File: config.mk
export PLATFORM = sky130hd
export DESIGN_NAME = pgm_exc_commit
export DESIGN_NICKNAME = d
export VERILOG_FILES = /design/src/rtl/pexc_pkg.sv /design/src/rtl/pexc_bswap.sv /design/src/rtl/pexc_classify.sv /design/src/rtl/pgm_exc_commit.sv
export SDC_FILE = /design/constraint.sdc
export NUM_CORES = 1
export LEC_CHECK = 0
export ABC_AREA = 1
export BUFFER_PORTS_ARGS = -buffer_cell sky130_fd_sc_hd__buf_2
export CAP_MARGIN = 20
export CORE_AREA = 5 5 329 331
export DETAILED_ROUTE_END_ITERATION = 6
export DIE_AREA = 0 0 334 336
export PLACE_DENSITY_LB_ADDON = 0.2
export RECOVER_POWER = 100
export SLEW_MARGIN = 20
export SYNTH_ARGS = -nofsm -noshare
export SYNTH_HDL_FRONTEND = slang
export SYNTH_HIERARCHICAL = 1
export SYNTH_SLANG_ARGS = --single-unit
File: constraint.sdc
create_clock -name clk -period 7.8 [get_ports clk]
set_clock_uncertainty 0.05 [all_clocks]
set_input_delay 2.34 -clock clk [delete_from_list [all_inputs] [get_ports clk]]
set_output_delay 2.34 -clock clk [all_outputs]
set_load 0.02 [all_outputs]
File: src/rtl/pexc_pkg.sv
package pexc_pkg;
  localparam int CODE_W = 16;
  localparam logic [CODE_W-1:0] PER_ONLY_CODE = 16'h0080;
  localparam logic [CODE_W-1:0] SPEC_CODE     = 16'h0006;
  localparam int PER_NULL_BIT = 7;

  // Codes whose delivery completes the instruction (address moves past it).
  function automatic logic is_completing(input logic [CODE_W-1:0] c);
    logic r;
    r = 1'b0;
    if (c >= 16'h0001 && c <= 16'h000F) r = 1'b1;
    case (c)
      16'h0012, 16'h0013, 16'h0015, 16'h001D, 16'h0040: r = 1'b1;
      default: ;
    endcase
    return r;
  endfunction
endpackage

File: src/rtl/pexc_bswap.sv
module pexc_bswap #(
  parameter int W = 64
) (
  input  logic [W-1:0] din,
  output logic [W-1:0] dout
);
  localparam int NB = W / 8;
  for (genvar b = 0; b < NB; b++) begin : g_byte
    assign dout[8*b +: 8] = din[W-8-8*b +: 8];
  end
endmodule

File: src/rtl/pexc_classify.sv
module pexc_classify
  import pexc_pkg::*;
#(
  parameter int LEN_W = 4
) (
  input  logic [CODE_W-1:0] code,
  input  logic [LEN_W-1:0]  ilen,
  input  logic [CODE_W-1:0] per_code,
  output logic              adv_en,
  output logic              per_pend,
  output logic              per_null_hit,
  output logic              len_bad
);
  logic per_only;
  logic len_legal;

  assign per_only     = (code == PER_ONLY_CODE);
  assign per_pend     = (per_code != '0);
  assign per_null_hit = per_only & per_code[PER_NULL_BIT];

  always_comb begin
    adv_en = is_completing(code);
    if (per_only && !per_code[PER_NULL_BIT]) adv_en = 1'b1;
  end

  always_comb begin
    len_legal = 1'b0;
    if (ilen == LEN_W'(2) || ilen == LEN_W'(4) || ilen == LEN_W'(6)) len_legal = 1'b1;
    if (ilen == '0 && code == SPEC_CODE) len_legal = 1'b1;
  end
  assign len_bad = ~len_legal;
endmodule

File: src/rtl/pgm_exc_commit.sv
module pgm_exc_commit
  import pexc_pkg::*;
#(
  parameter int ADDR_W = 64,
  parameter int MASK_W = 64,
  parameter int LEN_W  = 4
) (
  input  logic              clk,
  input  logic              rst_n,
  input  logic              start,
  input  logic [MASK_W-1:0] cur_mask,
  input  logic [ADDR_W-1:0] cur_addr,
  input  logic [15:0]       exc_code,
  input  logic [LEN_W-1:0]  exc_ilen,
  input  logic [15:0]       per_code,
  input  logic [ADDR_W-1:0] per_addr,
  input  logic [ADDR_W-1:0] bea,
  input  logic [MASK_W-1:0] vec_mask,
  input  logic [ADDR_W-1:0] vec_addr,
  output logic              done,
  output logic              len_err,
  output logic              rec_we,
  output logic [15:0]       rec_ilen,
  output logic [15:0]       rec_code,
  output logic [MASK_W-1:0] rec_old_mask,
  output logic [ADDR_W-1:0] rec_old_addr,
  output logic [ADDR_W-1:0] rec_bea,
  output logic              rec_per_we,
  output logic [15:0]       rec_per_code,
  output logic [ADDR_W-1:0] rec_per_addr,
  output logic              per_clr,
  output logic              psw_ld,
  output logic [MASK_W-1:0] psw_mask,
  output logic [ADDR_W-1:0] psw_addr
);
  // Captured request
  logic              done_q;
  logic [MASK_W-1:0] c_mask, c_vmask;
  logic [ADDR_W-1:0] c_addr, c_paddr, c_bea, c_vaddr;
  logic [CODE_W-1:0] c_code, c_pcode;
  logic [LEN_W-1:0]  c_ilen;

  // Named internal events
  logic              accept;
  logic              adv_en, per_pend, per_null_hit, len_bad;
  logic [ADDR_W-1:0] old_addr;
  logic [CODE_W-1:0] stored_code;
  logic [15:0]       ilen_ext;

  assign accept = start & ~done_q;

  always_ff @(posedge clk or negedge rst_n) begin
    if (!rst_n) begin
      done_q  <= 1'b0;
      c_mask  <= '0;
      c_vmask <= '0;
      c_addr  <= '0;
      c_paddr <= '0;
      c_bea   <= '0;
      c_vaddr <= '0;
      c_code  <= '0;
      c_pcode <= '0;
      c_ilen  <= '0;
    end else begin
      done_q <= accept;
      if (accept) begin
        c_mask  <= cur_mask;
        c_vmask <= vec_mask;
        c_addr  <= cur_addr;
        c_paddr <= per_addr;
        c_bea   <= bea;
        c_vaddr <= vec_addr;
        c_code  <= exc_code;
        c_pcode <= per_code;
        c_ilen  <= exc_ilen;
      end
    end
  end

  pexc_classify #(.LEN_W(LEN_W)) u_class (
    .code         (c_code),
    .ilen         (c_ilen),
    .per_code     (c_pcode),
    .adv_en       (adv_en),
    .per_pend     (per_pend),
    .per_null_hit (per_null_hit),
    .len_bad      (len_bad)
  );

  assign old_addr    = adv_en ? (c_addr + ADDR_W'(c_ilen)) : c_addr;
  assign stored_code = per_pend ? (c_code | PER_ONLY_CODE) : c_code;
  assign ilen_ext    = 16'(c_ilen);

  pexc_bswap #(.W(16))     u_sw_ilen  (.din(ilen_ext),    .dout(rec_ilen));
  pexc_bswap #(.W(16))     u_sw_code  (.din(stored_code), .dout(rec_code));
  pexc_bswap #(.W(16))     u_sw_pcode (.din(c_pcode),     .dout(rec_per_code));
  pexc_bswap #(.W(MASK_W)) u_sw_mask  (.din(c_mask),      .dout(rec_old_mask));
  pexc_bswap #(.W(ADDR_W)) u_sw_addr  (.din(old_addr),    .dout(rec_old_addr));
  pexc_bswap #(.W(ADDR_W)) u_sw_bea   (.din(c_bea),       .dout(rec_bea));
  pexc_bswap #(.W(ADDR_W)) u_sw_paddr (.din(c_paddr),     .dout(rec_per_addr));

  assign done       = done_q;
  assign rec_we     = done_q;
  assign psw_ld     = done_q;
  assign len_err    = done_q & len_bad;
  assign rec_per_we = done_q & per_pend;
  assign per_clr    = done_q & per_pend;
  assign psw_mask   = c_vmask;
  assign psw_addr   = c_vaddr;
endmodule

==> results.yml <==
status:
  status: "complete, but fails checks"
  violated_checks: "max-capacitance violations, max-slew violations"
routing:
  wl_um: 84570
  drt_first_iter_violations: 942
  avgRoutedWirePerCell_um: 18.71
  route.detailed.drc: 0
  vias_per_cell: 3.858
  drt_pre_antenna_iters: 5
  via_count: 17440
  postRouteAntennaNets: 0
final_layout:
  drive_above_1_share_pct: 17.99
  multiInputGateArea_um2: 6874
  share_of_the_core_filled_with_cells_pct: 23.98
  syn_to_final_growth_pct: 22.83
  sequential_cell_area_um2: 10540
  fin_nets: 3504
  nFillCells: 12110
  postLayoutCellArea_um2: 25130
cts:
  clk_root_buffer_cell: "clkbuf_16"
  clk_pin_slew_worst_setup_hold_paths_ns: 0.06
  clk_path_buf_depth: 3
  clock_sink_count: 421
  cts_tree: "done"
  post_cts.resized_instances: 0
  h-tree-depth: 2
  holdBufCountCts: 0
  tritoncts.num_buffers: 53
  cts_post_setup_buffers_inserted: 0
  worstSkewPairLatency_ns: 0.61
sta:
  timing.slew.headroom_pct: -209.3
  totalNegativeSetupSlack_ns: 0
  hold_violations: 0
  maxClockFrequency_mhz: 150.8
  post-route-period-util_pct: 85.00
  final.min_clock_period_ns: 6.630
  setup_viol: 0
  grt_setup_unrepaired: "false"
  timing_worst_slew_pin_value_ns: 4.639
  final_max_slew_viol_count: 353
place:
  gp_congestion: 0.8332
  placedInstanceArea_um2: 23920
  portBuffers: 848
  final_hpwl_from_detailed_placement_um: 64030
critical_path:
  critPathMostFrequentCell: "nor2_1"
  register_to_register_setup_slack_ns: 2.27
  worst_setup_path_start_kind: "flop"
  cp_top_family: "simple AND/OR/NAND/NOR gates"
  worst-path-max-fanout: 11
  max_stage_delay_on_crit_path_ns: 0.54
  worst_path_arrival_time_ns: 4.24
  endpoint_kind: "primary output"
  critical_path_required_ns: 5.41
  path_class: "reg -> out"
  worstPathCellList: "nor2_1 -> nand2_1 -> nor2_1 -> nand3_2 -> o21ai_2 -> inv_1 -> nor3_1 -> nand4_1 -> nor2_1 -> nand3b_1 -> nand2_1 -> clkbuf_1"
  critPathBufInv: 2
  slowest_cp_cell: "nor3_1"
global_routing:
  antenna_found_initial: 33
  grt_pass1_wl_um: 122000
  groute.usage.overall_pct: 14.31
  grt_remaining_overflow: 0
  pin_count_of_the_biggest_net_entering_global_routing: 168
  vias_in_the_first_global_route: 17940
yosys:
  synthCells: 2554
  synth.avg_cell_area_um2: 8.012
  synth.yosys.warnings: 6
  post_synthesis_instance_area_um2: 20460
pwr:
  peakVddDrop_mv: 0.1604
  leakage_power_uw: 0.01302
  power.total_uw: 6624
  powerDensity_nw_per_um2: 263.5
floorplan:
  placement_rows: 119
  fp.dieArea_um2: 112200
  coreArea_um2: 104800
  die_y_um: 336
  floorplan.die.width_um: 334
  boundaryPins: 861
  start_util_pct: 19.52
hold_path:
  min_path_type: "reg -> reg"
run:
  timing.max_cap.violations: 4
## through the flow
step | hold WS [ns] | cells | worst slack [ns]
final | 0.4169 | 4521 | 1.170
after detailed placement | 0.4026 | 4412 | 2.461
after floorplan | 0.3931 | 2565 | 3.452
after global routing | 0.4322 | 4515 | 0.7668
after global placement | 0.3991 | 4412 | 2.548
after CTS | 0.4176 | 4509 | 1.741
## report_power, final
part | leakage, uW | switching [uW] | internal, uW
Clock | 0.000896 | 1040 | 1540
Combinational | 0.00695 | 986 | 372
Sequential | 0.00518 | 223 | 2470
## placed cells by master, fill, tap and decap left out, drive strengths merged
cell      count
nand2      1378
clkbuf      491
buf         446
dfrtp       421
nor2         91
inv          78
nand3        50
nand4        27
xnor2        26
o21ai        26
xor2         16
nor3         15
diode        12
conb         12
clkinv        9
nand3b        7
nor4          6
ha            4
bufinv        4
and2          3
or2           3
a31oi         2
a21oi         1
fa            1
clkinvlp      1
## worst paths after layout
kind                       startpoint         endpoint  cells after the start
setup / recovery           c_code[13]  rec_old_addr[8]                     12
hold / removal             c_mask[51]       c_mask[51]                      2
setup reg to reg                 done     psw_addr[55]                      5
hold reg to reg            c_mask[51]       c_mask[51]                      2
max in group asynchronous       rst_n     psw_mask[20]                      2
min in group asynchronous       rst_n     psw_mask[12]                      1
## registers in the layout, summed over array words and instances (netlist names)
name,cells
c_addr,64
c_bea,64
c_code,16
c_ilen,4
c_mask,64
c_paddr,64
c_pcode,16
done,1
psw_addr,64
psw_mask,64
## tightest hold or removal path, stage by stage (launching register included)
cell,delay (ns)
dfrtp_1,0.34
nand2_1,0.05
nand2_1,0.04
## per-layer routing
metal	GRT usage, %	vias to the layer above	routed length [um]
met5	0	-	64
met3	4.991	131	7346
met1	17.05	8178	33580
li1	-	8517	-
met2	24.73	608	41540
met4	3.703	10	2036
## final cells by class
cell class | count | area share [%]
clock inverter | 18 | 0.8861
inverter | 74 | 1.135
timing repair buffer | 858 | 15.37
clock buffer | 79 | 6.302
multi-input combinational | 1668 | 27.35
antenna | 12 | 0.1195
tap | 1391 | 6.925
sequential | 421 | 41.92
Power figures use the tool's default switching activity.
